## config.mk

```make
export PLATFORM = sky130hd
export DESIGN_NAME = bus_arbiter
export DESIGN_NICKNAME = d
export VERILOG_FILES = /design/src/rtl/bus_arb_pkg.sv /design/src/rtl/arb_next_state.sv /design/src/rtl/arb_req_gen.sv /design/src/rtl/bus_arbiter.sv
export SDC_FILE = /design/constraint.sdc
export NUM_CORES = 1
export LEC_CHECK = 0
export ABC_AREA = 1
export BUFFER_PORTS_ARGS = -buffer_cell sky130_fd_sc_hd__buf_2
export CAP_MARGIN = 20
export CORE_AREA = 4 4 41 43
export CTS_BUF_LIST = sky130_fd_sc_hd__clkbuf_16
export DETAILED_ROUTE_END_ITERATION = 8
export DIE_AREA = 0 0 45 47
export PLACE_DENSITY = 0.47
export SLEW_MARGIN = 25
export SYNTH_ARGS = -nofsm -noshare
export SYNTH_HDL_FRONTEND = slang
export SYNTH_HIERARCHICAL = 1
export SYNTH_SLANG_ARGS = --single-unit
export TNS_END_PERCENT = 10
```

## constraint.sdc

```tcl
create_clock -name clk_i -period 2.2 [get_ports clk_i]
set_input_delay 0.11 -clock clk_i [delete_from_list [all_inputs] [get_ports clk_i]]
set_output_delay 0.11 -clock clk_i [all_outputs]
set_load 0.05 [all_outputs]
```

## src/rtl/bus_arb_pkg.sv

```systemverilog
package bus_arb_pkg;

    localparam int ARB_STATE_W = 2;

    typedef enum logic [ARB_STATE_W-1:0] {
        ARB_RESET    = 2'd0,
        ARB_IMPLICIT = 2'd1,
        ARB_EXPLICIT = 2'd2,
        ARB_EXTERNAL = 2'd3
    } arb_state_e;

    typedef struct packed {
        arb_state_e st;
        logic       drv;
        logic       oe;
    } arb_reg_t;

endpackage

```

## src/rtl/arb_next_state.sv

```systemverilog
module arb_next_state
    import bus_arb_pkg::*;
(
    input  arb_state_e st_q,
    input  logic       any_rst,
    input  logic       grant,
    input  logic       req,
    input  logic       busy,
    output arb_state_e st_d
);
    always_comb begin
        st_d = st_q;
        if (any_rst) begin
            st_d = ARB_RESET;
        end else begin
            unique case (st_q)
                ARB_RESET:    st_d = grant ? ARB_IMPLICIT : ARB_EXTERNAL;
                ARB_IMPLICIT: begin
                    if (!grant)
                        st_d = ARB_EXTERNAL;
                    else if (req)
                        st_d = ARB_EXPLICIT;
                end
                ARB_EXPLICIT: begin
                    if (!grant && !busy)
                        st_d = ARB_EXTERNAL;
                end
                ARB_EXTERNAL: begin
                    if (grant)
                        st_d = ARB_IMPLICIT;
                end
                default:      st_d = ARB_RESET;
            endcase
        end
    end
endmodule

```

## src/rtl/arb_req_gen.sv

```systemverilog
module arb_req_gen
    import bus_arb_pkg::*;
(
    input  arb_state_e st_q,
    input  logic       three_wire,
    input  logic       grant,
    input  logic       req,
    output logic       bus_req
);
    always_comb begin
        bus_req = 1'b0;
        if (three_wire && st_q != ARB_RESET)
            bus_req = req && !grant;
    end
endmodule

```

## src/rtl/bus_arbiter.sv

```systemverilog
module bus_arbiter
    import bus_arb_pkg::*;
(
    input  logic                   clk_i,
    input  logic                   hard_rst_i,
    input  logic                   wdog_rst_i,
    input  logic                   grant_i,
    input  logic                   core_req_i,
    input  logic                   xfer_busy_i,
    input  logic                   three_wire_i,
    output logic                   bus_driven_o,
    output logic                   bus_oe_o,
    output logic                   bus_req_o,
    output logic                   cycle_ok_o,
    output logic [ARB_STATE_W-1:0] arb_state_o
);
    arb_reg_t   r_d, r_q;
    arb_state_e st_next;
    logic       any_rst;

    assign any_rst = hard_rst_i | wdog_rst_i;

    arb_next_state u_next (
        .st_q    (r_q.st),
        .any_rst (any_rst),
        .grant   (grant_i),
        .req     (core_req_i),
        .busy    (xfer_busy_i),
        .st_d    (st_next)
    );

    arb_req_gen u_req (
        .st_q       (r_q.st),
        .three_wire (three_wire_i),
        .grant      (grant_i),
        .req        (core_req_i),
        .bus_req    (bus_req_o)
    );

    always_comb begin
        r_d     = r_q;
        r_d.st  = st_next;
        r_d.drv = (st_next == ARB_EXPLICIT);
        r_d.oe  = (st_next == ARB_EXPLICIT);
    end

    always_ff @(posedge clk_i) begin
        if (hard_rst_i) begin
            r_q.st  <= ARB_RESET;
            r_q.drv <= 1'b0;
            r_q.oe  <= 1'b0;
        end else begin
            r_q <= r_d;
        end
    end

    assign bus_driven_o = r_q.drv;
    assign bus_oe_o     = r_q.oe;
    assign arb_state_o  = r_q.st;
    assign cycle_ok_o   = (r_q.st == ARB_EXPLICIT) && grant_i;
endmodule

```

==> summary.txt, run 1 <==
========================================================================================
Result of the run                                                           finished clean
Most common cell after layout, fill and taps aside                          sky130_fd_sc_hd__buf_2
Number of buffers added on ports                                                      12
Routability-driven placement congestion ratio                                      0.602
Die Area                                                                        2120 µm²
Clk network pwr share                                                              75.6%
Area of the mapped netlist                                                       183 µm²
Synth Area in XOR/XNOR                                                                0%
Warnings, synthesis                                                                    6
Overall via count from detail_route                                                  202
Effective utilization at floorplan                                                 14.0%
Pwr/cell area                                                                1110 nW/µm²
Compound-cell area share of the yosys netlist                                      4.79%
Number of antenna violations at the first check in global routing                      0
Final wirelength                                                                  412 µm
Net Count, Synth                                                                      37
Setup TNS after final layout                                                        0 ns
P&R area growth vs syn                                                             82.2%
Vias in the first global route                                                       182
Slew headroom                                                                      83.5%
Number of gates given a new drive strength after cts                                   0
CTS Root Cell                                                               sky130_fd_sc_hd__clkbuf_16
Most frequent cells in the layout                                           sky130_fd_sc_hd__buf_2 (12), sky130_fd_sc_hd__inv_1 (9), sky130_fd_sc_hd__nand2_1 (6), sky130_fd_sc_hd__nor2_1 (6)
Share of synthesized area spent on multiplexers                                       0%
Average instance area after synthesis                                           6.09 µm²
Die X-Extent                                                                       45 µm
Number of rows in the core area                                                       13
Worst slack on hold paths                                                      0.0863 ns
#FFs+latches synth                                                                     3
Period minus WS final                                                            1.15 ns
Routed length per placed instance                                                6.87 µm
Critical Path Fanout Max                                                               6
CTS clk-pin slew, worst paths                                                    0.03 ns
Chip height                                                                        47 µm
Via/cell ratio                                                                      3.37
Post-cts hold buffer count                                                             0
Type of element capturing the critical path                                 primary output
Crit path arrival time                                                           1.04 ns
Max Cap Violations                                                                     0
Total clock buffers created by CTS                                                     3
Highest attainable clock frequency                                               873 MHz
Number of search-and-repair iterations in the first detailed-routing pass              2
Top-level I/O count                                                                   13
Simple logic cell fraction of the synthesized area                                 41.8%
Synth area leaders                                                          sky130_fd_sc_hd__dfxtp_1 (33%), sky130_fd_sc_hd__inv_1 (16%), sky130_fd_sc_hd__nand2_1 (12%), sky130_fd_sc_hd__nor2_1 (12%), sky130_fd_sc_hd__nand3_1 (8.2%)
Number of nets with antenna violations after detailed routing                          0
Net total in the final layout                                                         53
Worst setup path category                                                   register to primary output
Register share of total power                                                      15.9%
Proportion of total power due to net switching                                     18.4%
Clock tree from TritonCTS                                                           done
Worst setup SP type                                                             register
IR Drop Worst-Case VDD                                                          0.296 mV
Gate count after technology mapping                                                   30
Placeable core region                                                           1300 µm²
Worst clock skew                                                             0.000568 ns
Number of slew-limit violations in the final report                                    0
Total gr overflow                                                                      0
Total number of clock tree sinks                                                       3
Dominant combinational cell family by area after synthesis                  simple AND/OR/NAND/NOR gates
Final Hold Viols                                                                       0
Fin crit share                                                                     52.1%
Global-route usage over all layers                                                 4.34%
Clock Tree Buf Depth                                                                   2
Number of different library cells in the post-synthesis netlist                        9
Critical Path RT                                                                 2.09 ns
Leakage power                                                                   0.194 nW
Synth Area in Adders                                                                  0%
Number of antenna cells inserted                                                       0
Internal                                                                        0.301 mW
Layout cells sized above 1                                                         37.8%
Number of H-tree branching levels                                                      1
Pin count of the biggest net entering global routing                                   7
Fraction of synthesized cell area taken by the top area cell type                  32.9%
Slew at the pin closest to its max-slew limit                                   0.249 ns
Overall power of the completed layout                                           0.369 mW
# DRC                                                                                  0
Initial DRC Count                                                                      3
Synth area leader                                                           sky130_fd_sc_hd__dfxtp_1
Sequential share of the synthesized area                                           32.9%
Type of the most critical hold path                                         primary input to register
Switching power total                                                          0.0680 mW
Global-route wire length before repair                                            662 µm
Setup repair after global routing missed its margin                                   no
Logic gate share of total power                                                     8.5%
Number of buffers added for setup after CTS                                            0
Final-report setup violation count                                                     0
Latest clock arrival within the worst-skew pair                                  0.22 ns
========================================================================================
==> synthesized netlist by cell type, drive strengths merged <==
cell and number:
nor2 6, nand2 6, dfxtp 3, nand3 4, buf 1, a21oi 1
or2 1, inv 8
==> registers in the layout (all words and copies together), names as in the netlist <==
| signal | count |
|---|---|
| arb_state_o | 2 |
| bus_oe_o | 1 |
==> worst max-delay path, cell delays in order (launching register included) <==
cell	delay, ns
sky130_fd_sc_hd__dfxtp_1	0.39
sky130_fd_sc_hd__nor2_1	0.07
sky130_fd_sc_hd__nor2_1	0.09
sky130_fd_sc_hd__buf_2	0.26
==> logic make-up (layout without fill, tap and decap cells) <==
| group | after synthesis | count (layout) |
|---|---|---|
| compound gates | 1 | 1 |
| simple gates | 17 | 17 |
| buf+inv | 9 | 24 |
| flops | 3 | 3 |
==> power groups by stage <==
stage               Combinational (mW)  Sequential, mW  Clock (mW)
CTS                             0.0317          0.0588       0.283
floorplan                       0.0148          0.0658           0
global placement                0.0315          0.0596           0
global route                    0.0349          0.0591       0.289
finish                          0.0312          0.0587       0.279
detailed placement              0.0315          0.0595           0
==> path summary, 6_finish.rpt <==
check,startpoint,endpoint,slack (ns),depth (start not counted)
worst max-delay path,arb_state_o[1]$_SDFF_PP0_,bus_req_o,1.05,3
worst min-delay path,hard_rst_i,arb_state_o[1]$_SDFF_PP0_,0.09,2
worst max register to register,arb_state_o[0]$_SDFF_PP0_,bus_oe_o$_SDFF_PP0_,1.22,7
worst min register to register,arb_state_o[0]$_SDFF_PP0_,arb_state_o[1]$_SDFF_PP0_,0.70,6
==> per-stage QoR <==
step / util (%) / cells / setup WS (ns) / instance area (µm²)
2_1_floorplan: - / 30 / 0.637 / 183
3_3_place_gp: 19.5 / 56 / 1.21 / 254
3_5_place_dp: 19.5 / 56 / 1.21 / 254
4_1_cts: 25.6 / 60 / 1.04 / 333
5_1_grt: 25.6 / 60 / 0.998 / 333
6_report: 25.6 / 60 / 1.05 / 333
==> routing by layer <==
metal / part of all wire (%) / vias up / track usage [%]
met5: 0 / - / 0
met4: 0 / 0 / 3.51
met3: 10 / 0 / 1.53
met2: 43 / 8 / 6.21
met1: 46 / 79 / 5.20
li1: - / 115 / -
==> area by class of cell <==
type | instances | area [µm²]
Clock buffer | 3 | 75.1
Clock inverter | 1 | 3.75
Fill cell | 159 | 968
Inverter | 8 | 30.0
Multi-Input combinational cell | 18 | 85.1
Sequential cell | 3 | 60.1
Tap cell | 15 | 18.8
Timing Repair Buffer | 12 | 60.1
(Power assumes the default switching activity.)
==> inputs of run 2 (changes only) <==
Clock period 2.2 ns to 1.1 ns, I/O delays scaled along.
==> summary.txt, run 2 (synthesized netlist as in run 1, its figures left out) <==
========================================================================================
Overall via count from detail_route                                                  208
Register share of total power                                                      15.8%
Total gr overflow                                                                      0
Number of buffers added for setup after CTS                                            0
Initial DRC Count                                                                      2
Fin crit share                                                                     95.9%
Critical Path Fanout Max                                                               5
Die Area                                                                        2120 µm²
Period minus WS final                                                            1.05 ns
Logic gate share of total power                                                     9.0%
Number of search-and-repair iterations in the first detailed-routing pass              4
Internal                                                                        0.602 mW
Slew at the pin closest to its max-slew limit                                   0.249 ns
Number of nets with antenna violations after detailed routing                          0
CTS Root Cell                                                               sky130_fd_sc_hd__clkbuf_16
Total clock buffers created by CTS                                                     3
Gate family responsible for the most delay along the worst path               flip-flops
Result of the run                                                           finished clean
Internal reg-to-reg setup slack                                                  0.16 ns
IR Drop Worst-Case VDD                                                          0.539 mV
Final Hold Viols                                                                       0
Latest clock arrival within the worst-skew pair                                  0.22 ns
Placed cell count                                                                     56
Proportion of total power due to net switching                                     18.7%
Routed length per placed instance                                                6.98 µm
Effective utilization at floorplan                                                 14.0%
Highest attainable clock frequency                                               948 MHz
R2R Path Start                                                              arb_state_o[0]$_SDFF_PP0_
Total number of clock tree sinks                                                       3
Worst clock skew                                                             0.000291 ns
Routability-driven placement congestion ratio                                      0.609
Leakage power                                                                   0.194 nW
Worst setup SP type                                                             register
Chip height                                                                        47 µm
Final wirelength                                                                  419 µm
Number of slew-limit violations in the final report                                    0
Filler cells                                                                         155
Most common cell after layout, fill and taps aside                          sky130_fd_sc_hd__buf_2
Clock Tree Buf Depth                                                                   2
Number of antenna violations at the first check in global routing                      0
Worst Reg2Reg Path Length in Cells                                                     7
Final-report setup violation count                                                     0
Most frequent cells in the layout                                           sky130_fd_sc_hd__buf_2 (11), sky130_fd_sc_hd__inv_1 (9), sky130_fd_sc_hd__nand2_1 (6)
Pin count of the biggest net entering global routing                                   7
Delay contributed by the slowest stage of the critical path                      0.37 ns
Pwr/cell area                                                                2080 nW/µm²
Critical register-to-register path endpoint                                 bus_oe_o$_SDFF_PP0_
Die X-Extent                                                                       45 µm
Hpwl dp                                                                           346 µm
Global-route wire length before repair                                            614 µm
Post-cts hold buffer count                                                             0
Utilization of the core after routing                                              27.3%
CTS clk-pin slew, worst paths                                                    0.03 ns
Max reg flops                                                                          2
Number of standard cells in the layout, taps in and fillers out                       60
Area post-placement                                                              274 µm²
Setup TNS after final layout                                                        0 ns
Number of rows in the core area                                                       13
Number of buffers added on ports                                                      12
Type of the most critical hold path                                         primary input to register
Slew headroom                                                                      83.5%
Layout cells sized above 1                                                         46.7%
Number of H-tree branching levels                                                      1
Crit path arrival time                                                           1.00 ns
Global-route usage over all layers                                                 4.03%
Clock tree from TritonCTS                                                           done
Placeable core region                                                           1300 µm²
Buffering stage count on the worst path with inverters included                        1
Crit-path slowest cell                                                      sky130_fd_sc_hd__dfxtp_4
# DRC                                                                                  0
Number of gates given a new drive strength after cts                                   0
P&R area growth vs syn                                                             94.5%
Net total in the final layout                                                         53
Setup repair after global routing missed its margin                                   no
Hold Path Sink                                                              arb_state_o[0]$_SDFF_PP0_
Critical Path RT                                                                 1.04 ns
Type of element capturing the critical path                                 primary output
Number of cells on the worst hold path                                                 2
Top-level I/O count                                                                   13
Critical Path, Cell by Cell                                                 nor2_1, nor2_4, buf_2
Clk network pwr share                                                              75.2%
Max Cap Violations                                                                     0
Via/cell ratio                                                                      3.47
Worst setup path category                                                   register to primary output
Startpoint of the lowest-slack hold path                                      hard_rst_i
Switching power total                                                           0.139 mW
Vias in the first global route                                                       163
Number of antenna cells inserted                                                       0
Cell area after layout                                                           355 µm²
========================================================================================
-- run 2: through the flow --
stage | hold WS, ns | total power [mW] | setup WS, ns
after floorplan | 0.118 | 0.164 | 0.0347
after global placement | 0.253 | 0.185 | 0.167
after detailed placement | 0.251 | 0.185 | 0.170
after CTS | 0.0241 | 0.750 | 0.0378
after global routing | 0.0523 | 0.768 | 0.00498
final | 0.0260 | 0.741 | 0.0452
-- run 2: worst max path at each step --
stage                               from                   to  cells after the start
2_1_floorplan  arb_state_o[1]$_SDFF_PP0_  bus_oe_o$_SDFF_PP0_                      7
3_3_place_gp   arb_state_o[0]$_SDFF_PP0_  bus_oe_o$_SDFF_PP0_                      7
3_5_place_dp   arb_state_o[0]$_SDFF_PP0_  bus_oe_o$_SDFF_PP0_                      7
4_1_cts        arb_state_o[0]$_SDFF_PP0_            bus_req_o                      3
5_1_grt        arb_state_o[1]$_SDFF_PP0_            bus_req_o                      3
6_report       arb_state_o[0]$_SDFF_PP0_            bus_req_o                      3
-- run 2: power by group through the flow --
stage          clock, mW  sequential, mW  combinational [mW]
6_report           0.557           0.117              0.0667
5_1_grt            0.577           0.118              0.0727
4_1_cts            0.566           0.117              0.0667
2_1_floorplan          0           0.132              0.0327
3_5_place_dp           0           0.119              0.0664
3_3_place_gp           0           0.119              0.0663
-- run 2: cell type report --
class	instances	area [µm²]	share of cell area [%]
clock buffer	3	75.1	21.1
clock inverter	1	3.75	1.06
sequential	3	65.1	18.3
inverter	8	30.0	8.45
timing repair buffer	12	62.6	17.6
multi-input combinational	18	100	28.2
tap	15	18.8	5.28
-- run 2: worst reg2reg max path, cell delays in order (launching register included) --
cell and delay, ns:
sky130_fd_sc_hd__dfxtp_4 0.37, sky130_fd_sc_hd__inv_1 0.06, sky130_fd_sc_hd__nand2_1 0.07, sky130_fd_sc_hd__nand2_1 0.07, sky130_fd_sc_hd__a21oi_2 0.12, sky130_fd_sc_hd__inv_1 0.06
sky130_fd_sc_hd__nand2_1 0.05, sky130_fd_sc_hd__nor2_1 0.04
-- run 2: layer usage --
| metal | global-route usage, % | up-vias | routed length (µm) |
|---|---|---|---|
| li1 | - | 116 | - |
| met1 | 5.44 | 83 | 213 |
| met2 | 5.08 | 9 | 152 |
| met3 | 1.15 | 0 | 53 |
| met4 | 3.51 | 0 | 0 |
| met5 | 0 | - | 0 |
==> inputs of run 3 (changes only) <==
Settings changed: ABC_AREA 1 to default, PLACE_DENSITY 0.47 to 0.46.
==> summary.txt, run 3 <==
========================================================================================
Number of nets with antenna violations after detailed routing                          0
Startpoint of the lowest-slack hold path                                      hard_rst_i
Initial DRC Count                                                                      0
Final-report setup violation count                                                     0
Number of rows in the core area                                                       13
Buffering stage count on the worst path with inverters included                        1
Via/cell ratio                                                                      3.60
Net Count, Synth                                                                      25
Gate count after technology mapping                                                   18
Latest clock arrival within the worst-skew pair                                  0.22 ns
Register share of total power                                                      16.1%
Setup TNS after final layout                                                        0 ns
Sequential share of the synthesized area                                           33.3%
Filler cells                                                                         151
Slew at the pin closest to its max-slew limit                                   0.253 ns
Max Cap Violations                                                                     0
Number of cells on the worst hold path                                                 2
Switching power total                                                           0.133 mW
Chip height                                                                        47 µm
Average instance area after synthesis                                           10.0 µm²
Number of buffers added for setup after CTS                                            0
Count of flip-flops with a built-in enable after synthesis                             0
Critical Path Fanout Max                                                               6
Placeable core region                                                           1300 µm²
Type of the most critical hold path                                         primary input to register
Period minus WS final                                                            1.06 ns
Die Area                                                                        2120 µm²
Most common cell after layout, fill and taps aside                          sky130_fd_sc_hd__buf_2
Number of antenna cells inserted                                                       0
Worst Reg2Reg Path Length in Cells                                                     3
Clk network pwr share                                                              75.6%
Pin count of the biggest net entering global routing                                   7
Synth area leaders                                                          sky130_fd_sc_hd__dfxtp_1 (33%), sky130_fd_sc_hd__nand2b_4 (7.6%), sky130_fd_sc_hd__nor2b_1 (6.9%), sky130_fd_sc_hd__nor3b_2 (6.9%), sky130_fd_sc_hd__o211ai_2 (6.9%)
Vias in the first global route                                                       190
IR Drop Worst-Case VDD                                                          0.901 mV
Final wirelength                                                                  416 µm
Worst clock skew                                                             0.000251 ns
Number of antenna violations at the first check in global routing                      0
# DRC                                                                                  0
Clock Tree Buf Depth                                                                   2
Final Hold Viols                                                                       0
Global-route wire length before repair                                            724 µm
Critical Path RT                                                                 1.04 ns
Leakage power                                                                   0.171 nW
Clock tree from TritonCTS                                                           done
Count leader, synth                                                         sky130_fd_sc_hd__dfxtp_1
Number of buffers added on ports                                                      12
Total number of clock tree sinks                                                       3
Proportion of total power due to net switching                                     18.0%
Net total in the final layout                                                         41
Crit path arrival time                                                           1.01 ns
Logic gate share of total power                                                     8.4%
Total clock buffers created by CTS                                                     3
Overall power of the completed layout                                           0.739 mW
Critical Path, Cell by Cell                                                 and3b_1, buf_2
CTS clk-pin slew, worst paths                                                    0.03 ns
Area of the mapped netlist                                                       180 µm²
Pwr/cell area                                                                2150 nW/µm²
Warnings, synthesis                                                                    6
Synth area leader                                                           sky130_fd_sc_hd__dfxtp_1
Max reg flops                                                                          2
Worst slack, placed                                                             0.146 ns
R2R Path Start                                                              arb_state_o[0]$_SDFF_PP0_
Crit-path slowest cell                                                      sky130_fd_sc_hd__dfxtp_2
Global-route usage over all layers                                                 5.05%
Beginning of the critical path                                              arb_state_o[1]$_SDFF_PP0_
Worst setup path category                                                   register to primary output
Total gr overflow                                                                      0
Number of H-tree branching levels                                                      1
Total number of cells along the worst setup path                                       2
Number of search-and-repair iterations in the first detailed-routing pass              1
Result of the run                                                           finished clean
Post-layout worst setup margin                                                 0.0351 ns
Fraction of synthesized cell area taken by the top area cell type                  33.3%
Slew headroom                                                                      83.2%
Type of element capturing the critical path                                 primary output
Top-level I/O count                                                                   13
Overall via count from detail_route                                                  173
Highest attainable clock frequency                                               939 MHz
Effective utilization at floorplan                                                 13.8%
Routed length per placed instance                                                8.67 µm
Most instantiated flip-flop cell in the synthesis netlist                   sky130_fd_sc_hd__dfxtp_1
#FFs+latches synth                                                                     3
Routability-driven placement congestion ratio                                      0.597
Gate family responsible for the most delay along the worst path               flip-flops
Hpwl dp                                                                           343 µm
Layout cells sized above 1                                                         63.6%
Synth async-reset ratio                                                               0%
Utilization of the core after routing                                              26.4%
Number of slew-limit violations in the final report                                    0
P&R area growth vs syn                                                             91.0%
Delay contributed by the slowest stage of the critical path                      0.37 ns
Worst setup SP type                                                             register
Fin crit share                                                                     96.8%
Number of different library cells in the post-synthesis netlist                       15
CTS Root Cell                                                               sky130_fd_sc_hd__clkbuf_16
Die X-Extent                                                                       45 µm
Most frequent cells after synthesis                                         sky130_fd_sc_hd__dfxtp_1 (3), sky130_fd_sc_hd__nor2b_1 (2)
Internal                                                                        0.606 mW
Setup repair after global routing missed its margin                                   no
Most frequent cells in the layout                                           sky130_fd_sc_hd__buf_2 (11), sky130_fd_sc_hd__clkbuf_16 (3), sky130_fd_sc_hd__nor2b_1 (2), sky130_fd_sc_hd__dfxtp_2 (2), sky130_fd_sc_hd__inv_1 (2)
========================================================================================
## run 3: cell types whose count changed after synthesis, moves of 2 or more
cell                      change
sky130_fd_sc_hd__inv_1        -7
sky130_fd_sc_hd__nor2b_1      +2
sky130_fd_sc_hd__nor2_1       -5
sky130_fd_sc_hd__nand2_1      -6
sky130_fd_sc_hd__nand3_1      -3
## run 3: what timing repair did
action / in CTS / in global routing
setup endpoints to repair: 1 / 1
gates resized for setup: 1 / 1
hold buffers: 0 / 0
hold endpoints to repair: 0 / 0
pin swaps: 0 / 0
## run 3: final cells by class
class / count / area [µm²] / share of cell area, %
multi-input cells: 13 / 114 / 33.1
clock buffers: 3 / 75.1 / 21.8
flip-flops and latches: 3 / 62.6 / 18.2
inverters: 1 / 3.75 / 1.09
repair buffers: 12 / 66.3 / 19.3
clock inverters: 1 / 3.75 / 1.09
well taps: 15 / 18.8 / 5.45
## run 3: metrics by stage
| step | std cells | cell area [µm²] | hold slack, ns |
|---|---|---|---|
| 6_report | 48 | 344 | 0.0336 |
| 5_1_grt | 48 | 344 | 0.0520 |
| 4_1_cts | 48 | 340 | 0.0343 |
| 3_5_place_dp | 44 | 259 | 0.263 |
| 3_3_place_gp | 44 | 259 | 0.260 |
| 2_1_floorplan | 18 | 188 | 0.119 |
## run 3: worst paths after layout
kind / to / slack, ns
worst max-delay path: cycle_ok_o / 0.04
worst min-delay path: arb_state_o[1]$_SDFF_PP0_ / 0.03
worst max register to register: arb_state_o[0]$_SDFF_PP0_ / 0.15
worst min register to register: arb_state_o[1]$_SDFF_PP0_ / 0.65
## run 3: worst register-to-register path, cell delays in order (launching register included)
cell and delay, ns:
sky130_fd_sc_hd__dfxtp_2 0.33, sky130_fd_sc_hd__nand2b_4 0.14, sky130_fd_sc_hd__o211a_1 0.24, sky130_fd_sc_hd__nor2b_1 0.13
## run 3: cells by family after synthesis
| kind of cell | Yosys count | synth area share [%] |
|---|---|---|
| and+or+nand+nor | 10 | 44.4 |
| buffers and inverters | 2 | 6.25 |
| DFF | 3 | 33.3 |
| AOI/OAI and AO/OA | 3 | 16.0 |
## run 3: power by group through the flow
stage	registers (mW)	clock network (mW)	logic [mW]
after floorplan	0.133	0	0.0263
after global placement	0.121	0	0.0616
after detailed placement	0.120	0	0.0617
after CTS	0.119	0.567	0.0622
after global routing	0.120	0.586	0.0665
final	0.119	0.558	0.0617
## run 3: routing by layer
layer | routed length [µm] | share of wire, % | global-route usage (%)
met1 | 171 | 41 | 4.98
met4 | 0 | 0 | 3.51
met5 | 0 | 0 | 0
met2 | 223 | 54 | 7.63
met3 | 21 | 5.0 | 3.45
